$ cat config.mk
export PLATFORM = sky130hd
export DESIGN_NAME = tso_store_buffer
export DESIGN_NICKNAME = d
export VERILOG_FILES = /design/src/rtl/tso_sb_pkg.sv /design/src/rtl/tso_sb_queue.sv /design/src/rtl/tso_sb_fwd.sv /design/src/rtl/tso_store_buffer.sv
export SDC_FILE = /design/constraint.sdc
export NUM_CORES = 1
export LEC_CHECK = 0
export BUFFER_PORTS_ARGS = -buffer_cell sky130_fd_sc_hd__buf_2
export CAP_MARGIN = 25
export CORE_MARGIN = 8
export CORE_UTILIZATION = 61
export DETAILED_ROUTE_END_ITERATION = 7
export PLACE_DENSITY = 0.81
export REMOVE_ABC_BUFFERS = 1
export SYNTH_ARGS = -nofsm -noshare
export SYNTH_HDL_FRONTEND = slang
export SYNTH_HIERARCHICAL = 1
export SYNTH_SLANG_ARGS = --single-unit
$ cat constraint.sdc
create_clock -name clk -period 6.2 [get_ports clk]
set_input_delay 0.93 -clock clk [delete_from_list [all_inputs] [get_ports clk]]
set_output_delay 0.93 -clock clk [all_outputs]
set_load 0.01 [all_outputs]
$ cat src/rtl/tso_sb_pkg.sv
package tso_sb_pkg;
    typedef enum logic [1:0] {
        OP_STORE  = 2'b00,
        OP_LOAD   = 2'b01,
        OP_FENCE  = 2'b10,
        OP_ATOMIC = 2'b11
    } sb_op_e;

    typedef enum logic {
        PH_RUN    = 1'b0,
        PH_AMO_WR = 1'b1
    } sb_phase_e;
endpackage

$ cat src/rtl/tso_sb_queue.sv
module tso_sb_queue #(
    parameter int DEPTH = 4,
    parameter int AW    = 8,
    parameter int DW    = 32,
    localparam int PW   = (DEPTH > 1) ? $clog2(DEPTH) : 1,
    localparam int CW   = $clog2(DEPTH + 1)
) (
    input  logic                           clk,
    input  logic                           rst_n,
    input  logic                           push,
    input  logic [AW-1:0]                  push_addr,
    input  logic [DW-1:0]                  push_data,
    input  logic                           pop,
    output logic [AW-1:0]                  head_addr,
    output logic [DW-1:0]                  head_data,
    output logic [PW-1:0]                  head_ptr,
    output logic [CW-1:0]                  count,
    output logic                           empty,
    output logic                           full,
    output logic [DEPTH-1:0][AW-1:0]       ent_addr,
    output logic [DEPTH-1:0][DW-1:0]       ent_data
);
    typedef struct packed {
        logic [DEPTH-1:0][AW-1:0] addr;
        logic [DEPTH-1:0][DW-1:0] data;
        logic [PW-1:0]            head;
        logic [PW-1:0]            tail;
        logic [CW-1:0]            count;
    } q_t;

    q_t q_q, q_d;

    function automatic logic [PW-1:0] step_ptr(input logic [PW-1:0] p);
        return (p == PW'(DEPTH - 1)) ? '0 : p + PW'(1);
    endfunction

    always_comb begin
        q_d = q_q;
        if (pop) begin
            q_d.head = step_ptr(q_q.head);
        end
        if (push) begin
            q_d.addr[q_q.tail] = push_addr;
            q_d.data[q_q.tail] = push_data;
            q_d.tail           = step_ptr(q_q.tail);
        end
        q_d.count = q_q.count + CW'(push) - CW'(pop);
    end

    always_ff @(posedge clk or negedge rst_n) begin
        if (!rst_n) q_q <= '0;
        else        q_q <= q_d;
    end

    assign head_addr = q_q.addr[q_q.head];
    assign head_data = q_q.data[q_q.head];
    assign head_ptr  = q_q.head;
    assign count     = q_q.count;
    assign empty     = (q_q.count == '0);
    assign full      = (q_q.count == CW'(DEPTH));
    assign ent_addr  = q_q.addr;
    assign ent_data  = q_q.data;

    // the controller never pushes into a full queue
    assert_no_overflow_R7: assert property (@(posedge clk) disable iff (!rst_n)
        push |-> !full);

    // a drain only ever removes an existing entry
    assert_no_underflow_R3: assert property (@(posedge clk) disable iff (!rst_n)
        pop |-> !empty);
endmodule

$ cat src/rtl/tso_sb_fwd.sv
module tso_sb_fwd #(
    parameter int DEPTH = 4,
    parameter int AW    = 8,
    parameter int DW    = 32,
    localparam int PW   = (DEPTH > 1) ? $clog2(DEPTH) : 1,
    localparam int CW   = $clog2(DEPTH + 1)
) (
    input  logic [DEPTH-1:0][AW-1:0] ent_addr,
    input  logic [DEPTH-1:0][DW-1:0] ent_data,
    input  logic [PW-1:0]            head_ptr,
    input  logic [CW-1:0]            count,
    input  logic [AW-1:0]            ld_addr,
    output logic                     hit,
    output logic [DW-1:0]            hit_data
);
    // Scan oldest to youngest; a later match overrides, so the youngest wins.
    always_comb begin
        hit      = 1'b0;
        hit_data = '0;
        for (int i = 0; i < DEPTH; i++) begin
            logic [PW-1:0] slot;
            slot = PW'((int'(head_ptr) + i) % DEPTH);
            if ((CW'(i) < count) && (ent_addr[slot] == ld_addr)) begin
                hit      = 1'b1;
                hit_data = ent_data[slot];
            end
        end
    end
endmodule

$ cat src/rtl/tso_store_buffer.sv
module tso_store_buffer
    import tso_sb_pkg::*;
#(
    parameter int DEPTH = 4,
    parameter int AW    = 8,
    parameter int DW    = 32,
    localparam int PW   = (DEPTH > 1) ? $clog2(DEPTH) : 1,
    localparam int CW   = $clog2(DEPTH + 1)
) (
    input  logic          clk,
    input  logic          rst_n,
    input  logic          req_valid,
    input  logic [1:0]    req_op,
    input  logic [AW-1:0] req_addr,
    input  logic [DW-1:0] req_wdata,
    output logic          req_stall,
    output logic          rsp_valid,
    output logic [DW-1:0] rsp_rdata,
    output logic          fence_done,
    output logic          mem_we,
    output logic          mem_re,
    output logic [AW-1:0] mem_addr,
    output logic [DW-1:0] mem_wdata,
    input  logic          mem_wready,
    input  logic [DW-1:0] mem_rdata
);
    typedef struct packed {
        sb_phase_e     phase;
        logic [AW-1:0] amo_addr;
        logic [DW-1:0] amo_old;
        logic [DW-1:0] amo_new;
    } ctl_t;

    ctl_t ctl_q, ctl_d;

    logic                     q_push, q_pop, q_empty, q_full;
    logic [AW-1:0]            head_addr;
    logic [DW-1:0]            head_data;
    logic [PW-1:0]            head_ptr;
    logic [CW-1:0]            q_count;
    logic [DEPTH-1:0][AW-1:0] ent_addr;
    logic [DEPTH-1:0][DW-1:0] ent_data;
    logic                     fwd_hit;
    logic [DW-1:0]            fwd_data;
    logic                     drain_want;
    sb_op_e                   op;

    assign op = sb_op_e'(req_op);

    tso_sb_queue #(.DEPTH(DEPTH), .AW(AW), .DW(DW)) u_queue (
        .clk       (clk),
        .rst_n     (rst_n),
        .push      (q_push),
        .push_addr (req_addr),
        .push_data (req_wdata),
        .pop       (q_pop),
        .head_addr (head_addr),
        .head_data (head_data),
        .head_ptr  (head_ptr),
        .count     (q_count),
        .empty     (q_empty),
        .full      (q_full),
        .ent_addr  (ent_addr),
        .ent_data  (ent_data)
    );

    tso_sb_fwd #(.DEPTH(DEPTH), .AW(AW), .DW(DW)) u_fwd (
        .ent_addr (ent_addr),
        .ent_data (ent_data),
        .head_ptr (head_ptr),
        .count    (q_count),
        .ld_addr  (req_addr),
        .hit      (fwd_hit),
        .hit_data (fwd_data)
    );

    always_comb begin
        ctl_d      = ctl_q;
        req_stall  = 1'b0;
        rsp_valid  = 1'b0;
        rsp_rdata  = '0;
        fence_done = 1'b0;
        mem_we     = 1'b0;
        mem_re     = 1'b0;
        mem_addr   = '0;
        mem_wdata  = '0;
        q_push     = 1'b0;
        q_pop      = 1'b0;
        drain_want = 1'b0;
        case (ctl_q.phase)
            PH_AMO_WR: begin
                mem_we    = 1'b1;
                mem_addr  = ctl_q.amo_addr;
                mem_wdata = ctl_q.amo_new;
                if (mem_wready) begin
                    rsp_valid   = 1'b1;
                    rsp_rdata   = ctl_q.amo_old;
                    ctl_d.phase = PH_RUN;
                end else begin
                    req_stall = 1'b1;
                end
            end
            default: begin
                drain_want = !q_empty;
                if (req_valid) begin
                    unique case (op)
                        OP_STORE: begin
                            if (q_full) req_stall = 1'b1;
                            else        q_push    = 1'b1;
                        end
                        OP_LOAD: begin
                            drain_want = 1'b0;
                            mem_re     = 1'b1;
                            mem_addr   = req_addr;
                            rsp_valid  = 1'b1;
                            rsp_rdata  = fwd_hit ? fwd_data : mem_rdata;
                        end
                        OP_FENCE: begin
                            if (!q_empty) req_stall  = 1'b1;
                            else          fence_done = 1'b1;
                        end
                        OP_ATOMIC: begin
                            req_stall = 1'b1;
                            if (q_empty) begin
                                mem_re         = 1'b1;
                                mem_addr       = req_addr;
                                ctl_d.phase    = PH_AMO_WR;
                                ctl_d.amo_addr = req_addr;
                                ctl_d.amo_old  = mem_rdata;
                                ctl_d.amo_new  = mem_rdata + req_wdata;
                            end
                        end
                    endcase
                end
                if (drain_want) begin
                    mem_we    = 1'b1;
                    mem_addr  = head_addr;
                    mem_wdata = head_data;
                    q_pop     = mem_wready;
                end
            end
        endcase
    end

    always_ff @(posedge clk or negedge rst_n) begin
        if (!rst_n) ctl_q <= '{phase: PH_RUN, default: '0};
        else        ctl_q <= ctl_d;
    end

    // one memory port, never a read and a write together
    assert_single_port_R10: assert property (@(posedge clk) disable iff (!rst_n)
        !(mem_we && mem_re));

    // fence completes only on an empty queue with no write pending
    assert_fence_empty_R8: assert property (@(posedge clk) disable iff (!rst_n)
        fence_done |-> (q_count == '0) && !mem_we);

    // a store against a full queue is held off
    assert_full_stall_R7: assert property (@(posedge clk) disable iff (!rst_n)
        (req_valid && ctl_q.phase == PH_RUN && req_op == OP_STORE && q_full) |-> req_stall);

    // a load in the run phase never waits
    assert_load_now_R4: assert property (@(posedge clk) disable iff (!rst_n)
        (req_valid && ctl_q.phase == PH_RUN && req_op == OP_LOAD) |-> (rsp_valid && !req_stall));

    // an atomic read is followed by a write to the same address
    assert_amo_write_R9: assert property (@(posedge clk) disable iff (!rst_n)
        (mem_re && ctl_q.phase == PH_RUN && req_op == OP_ATOMIC)
            |=> (mem_we && mem_addr == $past(req_addr)));
endmodule

=== Word level (Yosys, flattened, before mapping) ===
Cells that the tools add are included.

* Memories: 0
* Latch bits: 0
* Logic and storage cells: 129
* Bits in registers: 240
* Bits in read-only memories: 0
* Memory bits (writable): 0
* Bits of input ports: 78

* Reductions and logical operators: 9
* Magnitude comparators: 10
* Divide/modulo/power cells: 0
* Shift-type cells: 0
* Multiply operators: 0
* Multiplexer cells: 76
* Add/sub/neg operators: 8
* Bitwise gates (word level): 1
* Eq/ne operators: 10

{| class="wikitable"
|+ Operators by type and width
! operator !! count
|-
| 32-bit 2-to-1 mux || 16
|-
| 32-bit binary-select mux with 2-bit select || 4
|-
| 73-bit 2-to-1 mux || 3
|-
| 128-bit bitwise mux || 1
|-
| 8-bit 2-to-1 mux || 9
|-
| 8-bit binary-select mux with 2-bit select || 4
|-
| 32-bit demux with 2-bit select || 1
|-
| 32-bit adder || 1
|-
| 32-bit bitwise mux || 1
|-
| 8-bit equality test || 4
|-
| 1-bit 2-to-1 mux || 31
|-
| 8-bit demux with 2-bit select || 1
|-
| 8-bit case mux with 2 select lines || 1
|-
| 2-bit by 3-bit < comparator with 1-bit output, second input constant || 5
|-
| 2-bit equality test, second input constant || 4
|-
| 2-bit by 1-bit adder with 2-bit output, second input constant || 3
|-
| 1-bit by 3-bit < comparator with 1-bit output, first input constant || 2
|-
| 2-bit by 3-bit < comparator with 1-bit output, first input constant || 2
|-
| 1-bit logical AND || 5
|-
| 2-bit adder, second input constant || 2
|-
| 2-bit 2-to-1 mux || 2
|-
| 4-bit AND reduction || 1
|-
| 3-bit by 1-bit adder with 3-bit output || 1
|-
| 3-bit equality test, second input constant || 1
|-
| other kinds (9) || 9
|}

=== Longest topological paths before layout ===
* Depth after elaboration: 12
* Depth in mapped cells: 16
* Mapped depth without buffers: 11

=== By module ===
Netlist, hierarchy kept.

{| class="wikitable"
|+ By module, submodules not included
! module !! cells an instance !! area an instance (um^2) !! instances !! seq. area each (um^2)
|-
| tso_sb_queue || 587 || 8630.8 || 1 || 4179.0
|-
| tso_store_buffer || 730 || 5700.5 || 1 || 1826.8
|-
| tso_sb_fwd || 588 || 4510.6 || 1 || 0.0
|}

=== Worst setup path before layout ===
Ideal clock, no wire load.

* Path type: input to output
* Start point: input port req_addr[5]
* End point: output port rsp_rdata[10]
* Slack: 1.532 ns
* Required time: 5.270 ns
* Buffers on the path: 5
* Stages: 12
* Data arrival time: 3.738 ns
* Cells stage by stage: clkbuf_1 nor2_1 or4b_1 a221oi_2 nand3_1 buf_2 buf_2 nand3_1 clkbuf_1 buf_1 mux2i_1 o21ai_0

* Cells in the longest elaborated chain, start to end: 10
* Elaborated cells on any way between the ends: 20
* Classes of those cells: 4 x eq/ne; 12 x mux; 4 x reduce/logical

{| class="wikitable"
|+ Ends and longest elaborated chain
! element !! line !! RTL
|-
| from (decl) || tso_store_buffer.sv:14 || <nowiki>input logic [AW-1:0] req_addr,</nowiki>
|-
| 8-bit equality test || tso_sb_fwd.sv:23 || <nowiki>if ((CW'(i) < count) && (ent_addr[slot] == ld_addr)) begin</nowiki>
|-
| 1-bit logical AND || tso_sb_fwd.sv:23 ||
|-
| 1-bit 2-to-1 mux (3 in series) || tso_sb_fwd.sv:23 ||
|-
| 1-bit 2-to-1 mux * || tso_sb_fwd.sv:23 ||
|-
| net fwd_hit || tso_store_buffer.sv:43 || <nowiki>logic fwd_hit;</nowiki>
|-
| 32-bit 2-to-1 mux * || tso_store_buffer.sv:116 || <nowiki>rsp_rdata = fwd_hit ? fwd_data : mem_rdata;</nowiki>
|-
| 32-bit 2-to-1 mux * || tso_store_buffer.sv:106 || <nowiki>unique case (op)</nowiki>
|-
| 32-bit 2-to-1 mux * || tso_store_buffer.sv:105 || <nowiki>if (req_valid) begin</nowiki>
|-
| 32-bit 2-to-1 mux * || tso_store_buffer.sv:90 || <nowiki>case (ctl_q.phase)</nowiki>
|-
| to (decl) || tso_store_buffer.sv:18 || <nowiki>output logic [DW-1:0] rsp_rdata,</nowiki>
|}

The timed path passes the listed nets; every way through them passes the cells marked *.

=== Final worst setup path ===
* Start point: register u_queue.q_q (netlist bit u_queue/head_ptr[1])
* End point: output port rsp_rdata[5]

* Cells in the longest elaborated chain, start to end: 12
* Elaborated cells on any way between the ends: 39
* Classes of those cells: 3 x add/sub; 4 x eq/ne; 28 x mux; 4 x reduce/logical

{| class="wikitable"
|+ Ends and longest elaborated chain
! element !! line !! RTL
|-
| from (decl) || tso_sb_queue.sv:31 || <nowiki>q_t q_q, q_d;</nowiki>
|-
| from (signal assigned) || tso_sb_queue.sv:52 || <nowiki>else q_q <= q_d;</nowiki>
|-
| 2-bit by 1-bit adder with 2-bit output or 8-bit binary-select mux with 2-bit select (tied branches) || tso_sb_fwd.sv:22, tso_sb_fwd.sv:23 ||
|-
| 8-bit binary-select mux with 2-bit select or 8-bit 2-to-1 mux (tied branches) || tso_sb_fwd.sv:23 ||
|-
| 8-bit 2-to-1 mux (implied by the code) or 8-bit equality test (tied branches) || tso_sb_fwd.sv:23 ||
|-
| 8-bit equality test or 1-bit logical AND (tied branches) || tso_sb_fwd.sv:23 ||
|-
| 1-bit logical AND or 32-bit 2-to-1 mux (tied branches) || tso_sb_fwd.sv:23 ||
|-
| 32-bit 2-to-1 mux (2 in series) || tso_sb_fwd.sv:23 ||
|-
| 32-bit 2-to-1 mux * || tso_sb_fwd.sv:23 ||
|-
| net fwd_data[5] || tso_store_buffer.sv:44 || <nowiki>logic [DW-1:0] fwd_data;</nowiki>
|-
| 32-bit 2-to-1 mux * || tso_store_buffer.sv:116 ||
|-
| 32-bit 2-to-1 mux * || tso_store_buffer.sv:106 ||
|-
| 32-bit 2-to-1 mux * || tso_store_buffer.sv:105 ||
|-
| 32-bit 2-to-1 mux * || tso_store_buffer.sv:90 ||
|}

The timed path passes the listed nets; every way through them passes the cells marked *. The select of a mux whose other input is x is not followed.

==> results by group <==
Final layout
  • Final Net Count: approximately 1,900
  • Multi-input logic area: about 11,000 sq um
  • Sequential standard cell area: 6010 sq um
  • Area grow syn2layout: 2.92%
  • Core Util, Final: 0.636
  • Filler cell count: 2,371
  • Layout cells sized above 1: 0.244

Synth
  • Top cells by area in the synthesized netlist: dfrtp_1, mux2i_1, mux2_2
  • Area share of the largest cell type after synthesis: 0.319
  • Largest area contributor in the netlist: dfrtp_1
  • Post-synth top flop: dfrtp_1
  • Top cells by count, synth: nand2_1, dfrtp_1, mux2i_1
  • Number of synthesized flops with an enable pin: 0
  • Yosys warns: 6
  • Synth cell types: 78
  • Average size of a mapped cell: 9.89 sq um
  • Most frequent cell after synthesis: nand2_1
  • Post-synth ARST share: 1.00
  • #FFs+latches synth: 240
  • Syn Std Cell Area: around 19,000 sq um
  • Post-synthesis sequential area ratio: 0.319
  • Cells after Synth: 1,905

Route
  • First DRT Iteration DRCs: 1,654
  • Drt total wl: ~51 mm
  • Detail Route Antenna Nets: 0
  • Vias: 15,100
  • Via density: slightly below 7
  • Drt wl/cell: 22.9 um
  • Initial DRT Pass Iterations: 6
  • Residual DRC: 0

Clocking
  • CTS tree: built
  • H-tree levels: 1
  • Inserted Clock Buffers: 29
  • Clk Latency, worst-skew pair: 0.57 ns
  • Post-CTS setup buffers: 0
  • Post-CTS sizing: 0
  • Clock-pin slew on the worst setup and hold paths: ~0.060 ns
  • CTS Buffer Depth: 3
  • Root Buffer: clkbuf_16
  • Clock sinks: 240
  • CTS Hold Bufs: 0

Timing
  • Slew margin rel.: 0.366
  • Final setup violation count: 0
  • Final hold violations: 0
  • Setup ws final: 0.296 ns
  • Post-route minimum period: 5.90 ns
  • Achievable frequency: 169 MHz
  • Final Cycle Share: 0.952
  • Final hold slack: 0.381 ns
  • Skew final: 0.0161 ns
  • Pins Over Slew Limit: 0
  • Slew @ Worst Pin: 0.951 ns
  • Unrepaired setup endpoints after global routing: no

Worst hold path
  • Worst min-delay path class: primary input to asynchronous set/reset pin

Floorplan
  • Chip Height: 192 um
  • Die Span X: 192 um
  • Die area: 36,800 sq um
  • Core ar.: ~31,000 sq um
  • Row cnt: 64
  • I/O pin cnt: 155
  • Initial Util: 0.618

Setup path
  • Worst Path Max Fanout: about 40
  • Critical Path RT: 5.27 ns
  • Worst Setup Start Kind: register
  • Critical path class: register to output pin
  • Setup crit end kind: output pin
  • Critical Path AT: 4.97 ns

GRT
  • First-pass GRT wire length: 79.2 mm
  • GRT Util Overall: 0.267
  • Largest net degree at the start of global routing: 145
  • Vias in the first global route: 14,600
  • Initial antenna violation count: 8
  • Grt total ovfl: 0

Place
  • IO buf count: about 150
  • DP HPWL: ~33 mm
  • Post-place setup slack: 1.00 ns
  • Placer congestion estimate: 0.916

Outcome
  • Status: complete, no violations

Power
  • Pwr Total: 9.72 mW
  • Maximum vdd drop: 319 uV
  • Power Density: 501 nW/um^2
  • Static leakage power: 9.09 nW

Flow run
  • Max-cap violations: 0
==> routing by layer <==
layer / GRT usage / up-vias / share of wire
li1: - / 6658 / -
met1: 0.355 / 7396 / 0.41
met3: 0.0443 / 147 / 0.093
met2: 0.434 / 885 / 0.47
met4: 0.0983 / 8 / 0.032
met5: 0 / - / 0.00098
==> sequential cells by signal, summed over array words and instances, names as in the netlist <==
signal	cells
u_queue/head_ptr	2
u_queue/ent_data	128
ctl_q	73
u_queue/count	3
u_queue/q_q	2
u_queue/ent_addr	32
==> path summary, 6_finish.rpt <==
| kind | start | to | slack [ns] | cells after the start |
|---|---|---|---|---|
| setup reg to reg | ctl_q[72]$_DFF_PN0_ | ctl_q[30]$_DFFE_PN0P_ | 3.08 | 7 |
| setup / recovery | u_queue/head_ptr[1]$_DFFE_PN0P_ | rsp_rdata[5] | 0.30 | 11 |
| min in group clk | ctl_q[40]$_DFFE_PN0P_ | ctl_q[40]$_DFFE_PN0P_ | 0.47 | 2 |
| max in group asynchronous | rst_n | ctl_q[59]$_DFFE_PN0P_ | 4.50 | 2 |
| hold / removal | rst_n | ctl_q[64]$_DFFE_PN0P_ | 0.38 | 1 |
| hold reg to reg | ctl_q[40]$_DFFE_PN0P_ | ctl_q[40]$_DFFE_PN0P_ | 0.47 | 2 |
==> layout make-up <==
type / count / share of cell area
antenna: 6 / 0.000774
clock buffer: 44 / 0.0455
clock inverter: 10 / 0.00439
inverter: 25 / 0.00484
multi-input combinational: 1329 / 0.556
sequential: 240 / 0.310
tap: 396 / 0.0256
timing repair buffer: 182 / 0.0530
==> cell families after synthesis <==
logic type	count (synthesis)	synth area share
compound gates	394	0.152
xor+xnor	60	0.0279
fa+ha+maj	40	0.0274
buf+inv	336	0.111
flops	240	0.319
mux	408	0.268
simple gates	427	0.0953
==> report_power, final <==
part	switching, mW	leakage [nW]	internal [mW]
Combinational	2.56	5.61	2.41
Sequential	0.747	3.00	2.29
Clock	0.695	0.482	1.02
Total	4.00	9.09	5.72
==> cell usage in the layout, fill, tap and decap left out, types with 6 or more instances in the layout <==
cell,n
nor3_1,18
nor2_1,26
a31oi_1,7
buf_2,153
o21bai_1,6
dfrtp_1,237
mux2_2,167
a22o_1,32
a32oi_1,28
mux4_2,13
a21oi_1,63
o2bb2ai_1,29
xor2_1,29
a22oi_1,12
mux4_1,36
a21o_1,17
diode_2,6
o221ai_1,64
clkbuf_16,29
nand2_1,316
mux2i_1,191
clkbuf_8,10
ha_1,38
xnor2_1,31
buf_4,25
and3_1,9
o21ai_0,83
nand2_2,6
inv_1,24
nand3_1,11
clkinv_2,6
nand4_1,9
==> per-stage QoR <==
stage               TNS, ns  std cells  area, sq um
global placement          0       2172        18400
global route              0       2229        19400
finish                    0       2232        19400
floorplan           -222.70       1594        16800
detailed placement        0       2172        18400
CTS                       0       2226        19400
==> critical path: stages (launching register included) <==
cell	delay [ns]
dfrtp_4	0.81
mux2i_1	0.29
xor2_1	0.23
or4b_1	0.48
a221oi_2	0.38
nand3_2	0.71
nand2_2	0.33
nand2_4	0.30
o2bb2ai_1	0.39
mux2i_1	0.12
o21ai_0	0.18
buf_2	0.16
No activity file was read; power rests on OpenSTA's default activity.
